[config.mk]
export PLATFORM = sky130hd
export DESIGN_NAME = mcc_opctl
export DESIGN_NICKNAME = d
export VERILOG_FILES = /design/src/rtl/mcc_pkg.sv /design/src/rtl/mcc_seq.sv /design/src/rtl/mcc_regs.sv /design/src/rtl/mcc_opctl.sv
export SDC_FILE = /design/constraint.sdc
export NUM_CORES = 1
export LEC_CHECK = 0
export BUFFER_PORTS_ARGS = -buffer_cell sky130_fd_sc_hd__buf_4
export CAP_MARGIN = 40
export CORE_AREA = 3 3 47 49
export DETAILED_ROUTE_END_ITERATION = 6
export DIE_AREA = 0 0 50 52
export GPL_ROUTABILITY_DRIVEN = 1
export GPL_TIMING_DRIVEN = 0
export PLACE_DENSITY = 0.61
export SKIP_CTS_REPAIR_TIMING = 1
export SLEW_MARGIN = 0
export SYNTH_ARGS = -nofsm -noshare
export SYNTH_HDL_FRONTEND = slang
export SYNTH_SLANG_ARGS = --single-unit
export TNS_END_PERCENT = 50
[constraint.sdc]
create_clock -name clk -period 1.46 [get_ports clk]
set_input_delay 0 -clock clk [delete_from_list [all_inputs] [get_ports clk]]
set_output_delay 0 -clock clk [all_outputs]
set_load 0.03 [all_outputs]
[src/rtl/mcc_pkg.sv]
package mcc_pkg;
  typedef enum logic [2:0] {
    PH_IDLE = 3'd0,
    PH_CMD  = 3'd1,
    PH_RESP = 3'd2,
    PH_RUN  = 3'd3,
    PH_HALT = 3'd4
  } phase_t;
endpackage

[src/rtl/mcc_seq.sv]
module mcc_seq
  import mcc_pkg::*;
(
  input  logic   clk,
  input  logic   rst,
  input  logic   start_q,
  input  logic   abort_q,
  input  logic   cont_q,
  input  logic   cmd_tx_done,
  input  logic   rsp_done,
  input  logic   rsp_has_data,
  input  logic   fifo_full,
  input  logic   blk_end,
  input  logic   last_blk,
  input  logic   multi_blk,
  output phase_t phase_q,
  output logic   clk_en_q,
  output logic   halt_evt,
  output logic   resume_evt,
  output logic   tx_evt
);
  phase_t phase_d;
  logic   seq_end;

  // Event decode from the current phase.
  always_comb begin
    seq_end    = (phase_q == PH_RUN) && blk_end && last_blk;
    halt_evt   = (phase_q == PH_RUN) && !abort_q && !seq_end &&
                 (fifo_full || (blk_end && multi_blk));
    resume_evt = (phase_q == PH_HALT) && !abort_q && cont_q;
    tx_evt     = (phase_q == PH_CMD) && cmd_tx_done;
  end

  // Next-phase selection; a pending abort wins over everything.
  always_comb begin
    phase_d = phase_q;
    if (abort_q) begin
      phase_d = PH_IDLE;
    end else begin
      case (phase_q)
        PH_IDLE: if (start_q)     phase_d = PH_CMD;
        PH_CMD:  if (cmd_tx_done) phase_d = PH_RESP;
        PH_RESP: if (rsp_done)    phase_d = rsp_has_data ? PH_RUN : PH_IDLE;
        PH_RUN: begin
          if (seq_end)       phase_d = PH_IDLE;
          else if (halt_evt) phase_d = PH_HALT;
        end
        PH_HALT: if (cont_q) phase_d = PH_RUN;
        default: phase_d = PH_IDLE;
      endcase
    end
  end

  always_ff @(posedge clk) begin
    if (rst) begin
      phase_q  <= PH_IDLE;
      clk_en_q <= 1'b0;
    end else begin
      phase_q  <= phase_d;
      clk_en_q <= (phase_d == PH_CMD) || (phase_d == PH_RESP) || (phase_d == PH_RUN);
    end
  end

  assert_idle_after_abort_R4: assert property (@(posedge clk) disable iff (rst)
    abort_q |=> (phase_q == PH_IDLE) && !clk_en_q);
  assert_clk_off_halt_R6: assert property (@(posedge clk) disable iff (rst)
    (phase_q == PH_HALT) |-> !clk_en_q);
  assert_halt_entry_R6: assert property (@(posedge clk) disable iff (rst)
    halt_evt |=> (phase_q == PH_HALT));
  assert_resume_restart_R9: assert property (@(posedge clk) disable iff (rst)
    resume_evt |=> (phase_q == PH_RUN) && clk_en_q);
  assert_cmd_clk_on_R2: assert property (@(posedge clk) disable iff (rst)
    (phase_q == PH_IDLE) && start_q && !abort_q |=> (phase_q == PH_CMD) && clk_en_q);
endmodule

[src/rtl/mcc_regs.sv]
module mcc_regs
  import mcc_pkg::*;
#(
  parameter int DW        = 8,
  parameter int ABORT_POS = 7,
  parameter int CONT_POS  = 6,
  parameter int START_POS = 0
) (
  input  logic          clk,
  input  logic          rst,
  input  logic          wr_en,
  input  logic          wr_sel,
  input  logic [DW-1:0] wr_data,
  input  logic          rd_sel,
  input  phase_t        phase,
  input  logic          halt_evt,
  input  logic          resume_evt,
  input  logic          tx_evt,
  output logic          start_q,
  output logic          abort_q,
  output logic          cont_q,
  output logic [DW-1:0] rd_data
);
  localparam logic [DW-1:0] LIVE_MASK =
    (DW'(1) << ABORT_POS) | (DW'(1) << CONT_POS) | (DW'(1) << START_POS);

  logic          start_acc, abort_acc, cont_acc, abort_win;
  logic [DW-1:0] ctl_view, stt_view;

  always_comb begin
    abort_win = (phase == PH_RESP) || (phase == PH_RUN) || (phase == PH_HALT);
    start_acc = wr_en && wr_sel && wr_data[START_POS] && (phase == PH_IDLE) && !start_q;
    abort_acc = wr_en && !wr_sel && wr_data[ABORT_POS] && abort_win && !abort_q;
    cont_acc  = wr_en && !wr_sel && wr_data[CONT_POS] &&
                ((phase == PH_HALT) || halt_evt) && !abort_q;
  end

  always_ff @(posedge clk) begin
    if (rst) begin
      start_q <= 1'b0;
      abort_q <= 1'b0;
      cont_q  <= 1'b0;
    end else begin
      if (abort_q || tx_evt) start_q <= 1'b0;
      else if (start_acc)    start_q <= 1'b1;

      if (abort_q)        abort_q <= 1'b0;
      else if (abort_acc) abort_q <= 1'b1;

      if (abort_q || resume_evt) cont_q <= 1'b0;
      else if (cont_acc)         cont_q <= 1'b1;
    end
  end

  // Readback byte assembly: reserved positions tie to zero.
  for (genvar i = 0; i < DW; i++) begin : g_view
    if (i == ABORT_POS) begin : g_abort
      assign ctl_view[i] = abort_q;
    end else if (i == CONT_POS) begin : g_cont
      assign ctl_view[i] = cont_q;
    end else begin : g_rsvd
      assign ctl_view[i] = 1'b0;
    end
    if (i == START_POS) begin : g_start
      assign stt_view[i] = start_q;
    end else begin : g_srsvd
      assign stt_view[i] = 1'b0;
    end
  end

  always_ff @(posedge clk) begin
    if (rst) rd_data <= '0;
    else     rd_data <= rd_sel ? stt_view : ctl_view;
  end

  assert_abort_window_R3: assert property (@(posedge clk) disable iff (rst)
    $rose(abort_q) |-> $past((phase == PH_RESP) || (phase == PH_RUN) || (phase == PH_HALT)));
  assert_abort_one_cycle_R4: assert property (@(posedge clk) disable iff (rst)
    abort_q |=> !abort_q && !cont_q);
  assert_cont_window_R8: assert property (@(posedge clk) disable iff (rst)
    $rose(cont_q) |-> $past((phase == PH_HALT) || halt_evt));
  assert_start_from_idle_R2: assert property (@(posedge clk) disable iff (rst)
    $rose(start_q) |-> $past(phase == PH_IDLE));
  assert_reserved_zero_R11: assert property (@(posedge clk) disable iff (rst)
    (rd_data & ~LIVE_MASK) == '0);
endmodule

[src/rtl/mcc_opctl.sv]
module mcc_opctl
  import mcc_pkg::*;
#(
  parameter int DW        = 8,
  parameter int ABORT_POS = 7,
  parameter int CONT_POS  = 6,
  parameter int START_POS = 0
) (
  input  logic          clk,
  input  logic          rst,
  input  logic          wr_en,
  input  logic          wr_sel,
  input  logic [DW-1:0] wr_data,
  input  logic          rd_sel,
  output logic [DW-1:0] rd_data,
  input  logic          cmd_tx_done,
  input  logic          rsp_done,
  input  logic          rsp_has_data,
  input  logic          fifo_full,
  input  logic          blk_end,
  input  logic          last_blk,
  input  logic          multi_blk,
  output logic          card_clk_en,
  output logic [2:0]    phase
);
  phase_t ph;
  logic   start_q, abort_q, cont_q;
  logic   halt_evt, resume_evt, tx_evt;

  mcc_regs #(
    .DW(DW), .ABORT_POS(ABORT_POS), .CONT_POS(CONT_POS), .START_POS(START_POS)
  ) u_regs (
    .clk(clk), .rst(rst),
    .wr_en(wr_en), .wr_sel(wr_sel), .wr_data(wr_data), .rd_sel(rd_sel),
    .phase(ph), .halt_evt(halt_evt), .resume_evt(resume_evt), .tx_evt(tx_evt),
    .start_q(start_q), .abort_q(abort_q), .cont_q(cont_q), .rd_data(rd_data)
  );

  mcc_seq u_seq (
    .clk(clk), .rst(rst),
    .start_q(start_q), .abort_q(abort_q), .cont_q(cont_q),
    .cmd_tx_done(cmd_tx_done), .rsp_done(rsp_done), .rsp_has_data(rsp_has_data),
    .fifo_full(fifo_full), .blk_end(blk_end), .last_blk(last_blk), .multi_blk(multi_blk),
    .phase_q(ph), .clk_en_q(card_clk_en),
    .halt_evt(halt_evt), .resume_evt(resume_evt), .tx_evt(tx_evt)
  );

  assign phase = ph;
endmodule

==> results of run 1 <==
[final cells by class]
type                    count  area, um2  share of cell area [%]
well taps                  27       33.8                    4.12
clock buffers               4       36.3                    4.43
multi-input cells          43        303                    36.9
repair buffers             25        198                    24.1
flip-flops and latches     10        200                    24.4
plain buffers               6       48.8                    5.95
[cells by family after synthesis]
| logic type | after synthesis | share of synthesized area [%] |
|---|---|---|
| other | 1 | 0.699 |
| DFF | 10 | 37.3 |
| AOI/OAI and AO/OA | 14 | 21.9 |
| and+or+nand+nor | 23 | 29.1 |
| muxes | 1 | 1.86 |
| buffers and inverters | 6 | 9.09 |
[through the flow]
stage          hold WS (ps)  power (uW)  utilization, %
6_report               8.78         675            43.1
5_1_grt                17.7         713            43.1
4_1_cts               -96.5         677            41.0
3_5_place_dp            183         428            39.1
3_3_place_gp            181         427            39.1
2_1_floorplan          75.1         377               -
[worst paths after layout]
kind	cells after the start	to
setup / recovery	4	u_regs.rd_data[7]$_SDFF_PP0_
hold / removal	3	u_regs.abort_q$_SDFF_PP0_
setup reg to reg	2	u_regs.rd_data[7]$_SDFF_PP0_
hold reg to reg	1	u_regs.rd_data[6]$_SDFF_PP0_
[state kept, by name, indices dropped and copies added, names as in the netlist]
| name | flops |
|---|---|
| u_regs.rd_data | 3 |
| u_seq.phase_q | 3 |
| u_regs.abort_q | 1 |
| u_regs.cont_q | 1 |
| u_regs.start_q | 1 |
| u_seq.clk_en_q | 1 |
[placed cells by master (no fill, tap or decap)]
master         Yosys  final
conb_1             1      5
nand4b_1           1      1
buf_4              5     26
o22ai_1            1      1
or3_1              1      1
o21ba_1            1      1
or2b_1             1      1
nor3_1             1      1
clkbuf_8           0      1
o2111ai_1          1      1
o21ai_0            1      1
a21oi_1            3      3
and3b_1            2      2
or2_0              1      1
nand4bb_1          1      1
buf_6              1      1
dlygate4sd3_1      0      4
o21ba_2            1      1
o211ai_1           1      1
a311oi_1           1      1
nor3b_1            4      4
and4bb_2           1      1
nor2_1             3      3
and4b_1            1      1
mux2i_1            1      1
nand3b_1           2      2
nand2_1            4      4
dfxtp_1           10     10
o211ai_2           3      3
clkbuf_4           0      3
a211o_1            1      1
[metal layers]
layer	global-route usage, %	vias up	wire (um)
met5	0	-	0
met4	6.91	0	19
met3	4.01	2	106
met2	18.0	20	591
met1	11.2	225	533
li1	-	266	-
[power groups by stage]
stage	sequential [uW]	combinational (uW)	clock, uW
after floorplan	307	70.5	0
after global placement	294	133	0
after detailed placement	294	134	0
after CTS	288	134	255
after global routing	289	154	270
final	288	140	247
[worst max-delay path, stage by stage]
cell	delay, ps
dlygate4sd3_1	550
buf_4	160
nor3b_1	180
dlygate4sd3_1	560
==> impl_metrics.ini, run 1 <==
[finish]
antenna_cells = 0
final_nets = 109
areaGrowthSynthToFinish_pct = 52.7
finalInstanceArea_um2 = 820
drive_gt1_share_pct = 40.9
nFillCells = 196
fin_cells = 115

[critical_path]
required_ps = 1670
rr_startpoint = u_regs.abort_q$_SDFF_PP0_
startpoint = rst
worstSetupStartpointType = input port
critPathCaptureType = flip-flop
worst_ep_arrival_time_ps = 1450
cp_max_fo = 6
r2r_setup_slack_ps = 240
path_class = input port to flip-flop

[routing]
drt-vias-per-instance = 4.46
routed_wl_um = 1250
dr.first_iter.drc_count = 4
routedWlPerCell_um = 10.9
drc = 0
postRouteAntennaNets = 0
vias = 513
drt_first_pass_iters = 4

[yosys]
synth_cell_types = 28
ys_warn_count = 0
synthTopCellsByCount = dfxtp_1, buf_4, nand2_1, nor3b_1
yosys.area.top_type_share_pct = 37.3
synth.most_common_cell = dfxtp_1
synth_area_leader_cell = dfxtp_1
ys_ff_latch = 10
postSynthAreaPerCell_um2 = 9.76
synthTopCellsByArea = dfxtp_1, buf_4, o211ai_2
synth-async-reset-ratio_pct = 0
synth-edff-count = 0
syn_area_um2 = 537
synthFlopType = dfxtp_1
ys_seq_area_share_pct = 37.3
synth_cells = 55

[global_route]
grt.overflow.total = 0
antenna_found_initial = 0
grt_first_pass_wirelength_um = 2000
grtUsageTotal_pct = 10.7
grt_pass1_vias = 466
grt_max_degree = 11

[cts]
cts_max_path_buffers = 2
path_clk_slew_ps = 70
cts_inserted_buffers = 3
cts_sinks = 10
tritoncts = built
clkLatencyLatePin_ps = 260
htree_num_levels = 1
cts_root_buffer = clkbuf_4

[timing]
finalWorstSetupSlack_ps = 222
setup_viol = 0
hold_violations = 0
fin_setup_tns_ps = 0
fin_crit_sh_pct = 84.8
period_needed_ps = 1240
maxSlewViolCount = 0
max_freq_ghz = 0.807
rsz0062_at_grt = no
finClkSkew_ps = 1.15

[power]
power_density_nw_per_um2 = 824
pwr-share-clk_pct = 36.6
combPwrFrac_pct = 20.8
switchingPower_uw = 171
power.internal_uw = 504
p_leak_uw = 0.000369
pwr-share-seq_pct = 42.7
ir_drop_mv = 0.333
sw_frac_of_total_pct = 25.4

[placement]
dp.cells = 107
io_buffer_count = 21
gp_congestion = 0.688
pre_cts_slack_ps = 308
dpl-instance-area_um2 = 743
post-dp-hpwl_um = 935

[floorplanning]
die_area_um2 = 2600
io_pins = 32
die_w_um = 50
core_um2 = 1900
die_h_um = 52
rows = 16
initial_utilization_pct = 28.2

[status]
status = finished clean

[run]
max-cap-violations = 0

[min_path]
hp-class = input port to flip-flop
min_from = wr_data[7]
(Power assumes the default switching activity.)
==> inputs of run 2 (changes only) <==
- clock period: 1.46 -> 1.2 ns (I/O delays scaled with it)
==> run 2 against run 1 <==
Effect of this change: wire length decreased by 3.2%; hold slack improved by 20 ps; final area decreased by 1.2%; count of clock-buffer cells in the layout decreased by 1; sequential share of layout area up 0.61 points; via count fell by 1.6%; critical path type is now flip-flop to flip-flop; critical endpoint is now u_seq.phase_q[1]$_SDFF_PP0_; highest routed layer is now met3.
==> impl_metrics.ini, run 2 (synthesized netlist as in run 1, its figures left out) <==
[status]
status = finished clean

[finish]
antenna_cells = 0
fin_cells = 113
final_nets = 108
final_cell_mix = buf_4, dfxtp_1, conb_1, nand2_1
final_core_util_pct = 42.6
drive_gt1_share_pct = 45.3
nFillCells = 199
largestRegisters = u_regs.rd_data: 3 flops, u_seq.phase_q: 3 flops
final_common_cell = buf_4
areaGrowthSynthToFinish_pct = 50.8

[power]
ir_drop_mv = 0.319
p_leak_uw = 0.000361
power_density_nw_per_um2 = 910

[routing]
dr.first_iter.drc_count = 6
drc = 0
drt-vias-per-instance = 4.47
vias = 505
drt_first_pass_iters = 2
routed_wl_um = 1210
routedWlPerCell_um = 10.7
postRouteAntennaNets = 0

[placement]
io_buffer_count = 21
gp_congestion = 0.670
dp.cells = 107

[critical_path]
cp_max_fo = 6
worst_path_max_delay_cell = dfxtp_1
critical-path-top-delay-family = compound AO/OA/AOI/OAI gates
cpPeakStageDelay_ps = 360
required_ps = 1370
worstSetupStartpointType = flip-flop
path_cells = or2_0, a211o_1, o211ai_2
critPathBufInv = 0
critPathCaptureType = flip-flop
worst_ep_arrival_time_ps = 1300
path_class = flip-flop to flip-flop

[global_route]
antenna_found_initial = 0
grt.overflow.total = 0
grtUsageTotal_pct = 9.31
grt_first_pass_wirelength_um = 1850
grt_max_degree = 11
grt_pass1_vias = 437

[cts]
path_clk_slew_ps = 60
cts_max_path_buffers = 2
cts_root_buffer = clkbuf_4
cts_sinks = 10
htree_num_levels = 1
clkLatencyLatePin_ps = 250
cts_inserted_buffers = 3
tritoncts = built

[timing]
fin_setup_tns_ps = 0
max_freq_ghz = 0.885
finClkSkew_ps = 4.32
maxSlewViolCount = 0
hold_violations = 0
period_needed_ps = 1130
fin_crit_sh_pct = 94.2
setup_viol = 0

[floorplanning]
die_area_um2 = 2600
io_pins = 32
rows = 16
initial_utilization_pct = 28.2
die_w_um = 50
core_um2 = 1900
die_h_um = 52

[run]
max-cap-violations = 0

[min_path]
hp-class = input port to flip-flop
## run 2: changes by cell type in the layout (fill, tap and decap cells not counted), sizes merged
cell,delta
clkbuf,-1
dlygate4sd3,-1
## run 2: area by class of cell
cell class              count  area, um2  area share, %
repair buffers             24        188           23.2
well taps                  27       33.8           4.17
multi-input cells          43        314           38.8
plain buffers               6       48.8           6.03
flip-flops and latches     10        203           25.0
clock buffers               3       22.5           2.78
## run 2: tightest hold or removal path: cells and delay by family
family / cells / cell delay [ps]
simple gates: 2 / 120
buf+inv: 1 / 110
## run 2: routing by layer
metal  global-route usage, %  share of wire (%)  vias to the layer above
li1                        -                  -                      262
met1                    11.1                 47                      225
met2                    14.8                 45                       18
met3                    4.30                8.5                        0
met4                    2.76                  0                        0
met5                       0                  0                        -
## run 2: path summary, 6_finish.rpt
path | startpoint | endpoint | slack (ps) | cells past startpoint
setup / recovery | u_regs.abort_q$_SDFF_PP0_ | u_seq.phase_q[1]$_SDFF_PP0_ | 70 | 3
hold / removal | wr_data[7] | u_regs.abort_q$_SDFF_PP0_ | 30 | 3
setup reg to reg | u_regs.abort_q$_SDFF_PP0_ | u_seq.phase_q[1]$_SDFF_PP0_ | 70 | 3
hold reg to reg | u_regs.cont_q$_SDFFE_PP0P_ | u_regs.rd_data[6]$_SDFF_PP0_ | 520 | 1
## run 2: through the flow
stage | total power (uW) | worst slack [ps] | hold slack (ps) | cell area [um2]
after floorplan | 459 | -17.3 | 75.1 | 554
after global placement | 521 | 102 | 182 | 746
after detailed placement | 520 | 85.4 | 183 | 746
after CTS | 739 | 67.2 | -88.5 | 768
after global routing | 780 | -1.08 | 30.1 | 810
final | 737 | 69.7 | 28.3 | 810
## run 2: where the power goes
part           switching, uW  leakage, uW  internal, uW
clock network           99.0    0.0000138           115
registers               8.57    0.0000820           343
logic                   84.7     0.000265          87.0
total                    192     0.000361           545
==> inputs of run 3 (changes only) <==
- PLACE_DENSITY: 0.61 -> not set
- PLACE_DENSITY_LB_ADDON: not set -> 0.2
==> run 3 against run 2 <==
Effect of this change: wire length increased by 2.6%; clock power is 41% higher; register-to-register slack is essentially flat; critical path type is now input port to flip-flop.
==> impl_metrics.ini, run 3 (synthesized netlist as in run 1, its figures left out) <==
[status]
status = finished clean

[finish]
final_core_util_pct = 43.0
largestRegisters = u_regs.rd_data: 3 flops, u_seq.phase_q: 3 flops
ff_latch_area_um2 = 203
multiInputGateArea_um2 = 309
drive_gt1_share_pct = 44.8
final_common_cell = buf_4
final_cell_mix = buf_4, dfxtp_1, conb_1, nand2_1, nor3b_1
final_nets = 108
nFillCells = 196
areaGrowthSynthToFinish_pct = 52.4
antenna_cells = 0

[power]
p_leak_uw = 0.000364
p_total_uw = 825
ir_drop_mv = 0.424
power_density_nw_per_um2 = 1010

[timing]
finalWorstSetupSlack_ps = 70.6
period_needed_ps = 1130
finClkSkew_ps = 3.69
maxSlewViolCount = 0
hold_violations = 0
setup_viol = 0
max_freq_ghz = 0.885
rsz0062_at_grt = no
fin_crit_sh_pct = 94.1

[cts]
cts_root_buffer = clkbuf_4
tritoncts = built
cts_inserted_buffers = 3
clkLatencyLatePin_ps = 260
cts_sinks = 10
path_clk_slew_ps = 70
cts_max_path_buffers = 2
htree_num_levels = 1

[floorplanning]
io_pins = 32
core_um2 = 1900
die_w_um = 50
die_area_um2 = 2600
rows = 16
initial_utilization_pct = 28.2
die_h_um = 52

[global_route]
grt.overflow.total = 0
grtUsageTotal_pct = 10.8
grt_first_pass_wirelength_um = 2010
grt_max_degree = 11
antenna_found_initial = 0
grt_pass1_vias = 467

[placement]
post-dp-hpwl_um = 959
pre_cts_slack_ps = 93.8
io_buffer_count = 21
gp_congestion = 0.669

[routing]
drc = 0
drt_first_pass_iters = 4
routed_wl_um = 1240
vias = 515
postRouteAntennaNets = 0
drt-vias-per-instance = 4.52
routedWlPerCell_um = 10.9
dr.first_iter.drc_count = 10

[critical_path]
cp_max_fo = 6
critPathCaptureType = flip-flop
required_ps = 1400
path_class = input port to flip-flop
worst_ep_arrival_time_ps = 1330
worstSetupStartpointType = input port

[min_path]
hp-class = input port to flip-flop

[run]
max-cap-violations = 0
[run 3: final timing paths]
check | depth (start not counted) | slack, ps | from | end
max | 5 | 70 | rst | u_seq.phase_q[1]$_SDFF_PP0_
min | 3 | 4 | wr_data[7] | u_regs.abort_q$_SDFF_PP0_
max reg2reg | 4 | 80 | u_seq.phase_q[0]$_SDFF_PP0_ | u_regs.cont_q$_SDFFE_PP0P_
min reg2reg | 1 | 530 | u_regs.cont_q$_SDFFE_PP0P_ | u_regs.rd_data[6]$_SDFF_PP0_
[run 3: metrics by stage]
stage          cells  instance area [um2]  hold slack [ps]  TNS, ps
2_1_floorplan     59                  554             75.1    -20.4
3_3_place_gp     107                  746              182        0
3_5_place_dp     107                  746              183        0
4_1_cts          111                  782             -103        0
5_1_grt          114                  818            0.296        0
6_report         114                  818             4.32        0
[run 3: worst max-delay path: stages]
cell,delay (ps)
dlygate4sd3_1,540
buf_4,160
or2_0,240
a211o_1,300
o211ai_2,80
[run 3: final cells by class]
type | instances | area share, %
plain buffers | 6 | 5.96
clock buffers | 4 | 4.43
multi-input cells | 43 | 37.8
flip-flops and latches | 10 | 24.8
well taps | 27 | 4.13
repair buffers | 24 | 22.9
[run 3: where the power goes]
part / internal [uW] / switching [uW] / leakage [uW]
Combinational: 87.0 / 84.5 / 0.000261
Clock: 184 / 118 / 0.0000210
Sequential: 343 / 8.40 / 0.0000820
Total: 614 / 211 / 0.000364
[run 3: layer usage]
| layer | GRT usage (%) | up-vias | part of all wire (%) |
|---|---|---|---|
| met4 | 11.1 | 0 | 4.3 |
| met1 | 13.0 | 229 | 47 |
| met3 | 2.87 | 4 | 5.6 |
| li1 | - | 261 | - |
| met5 | 0 | - | 0 |
| met2 | 14.8 | 21 | 43 |
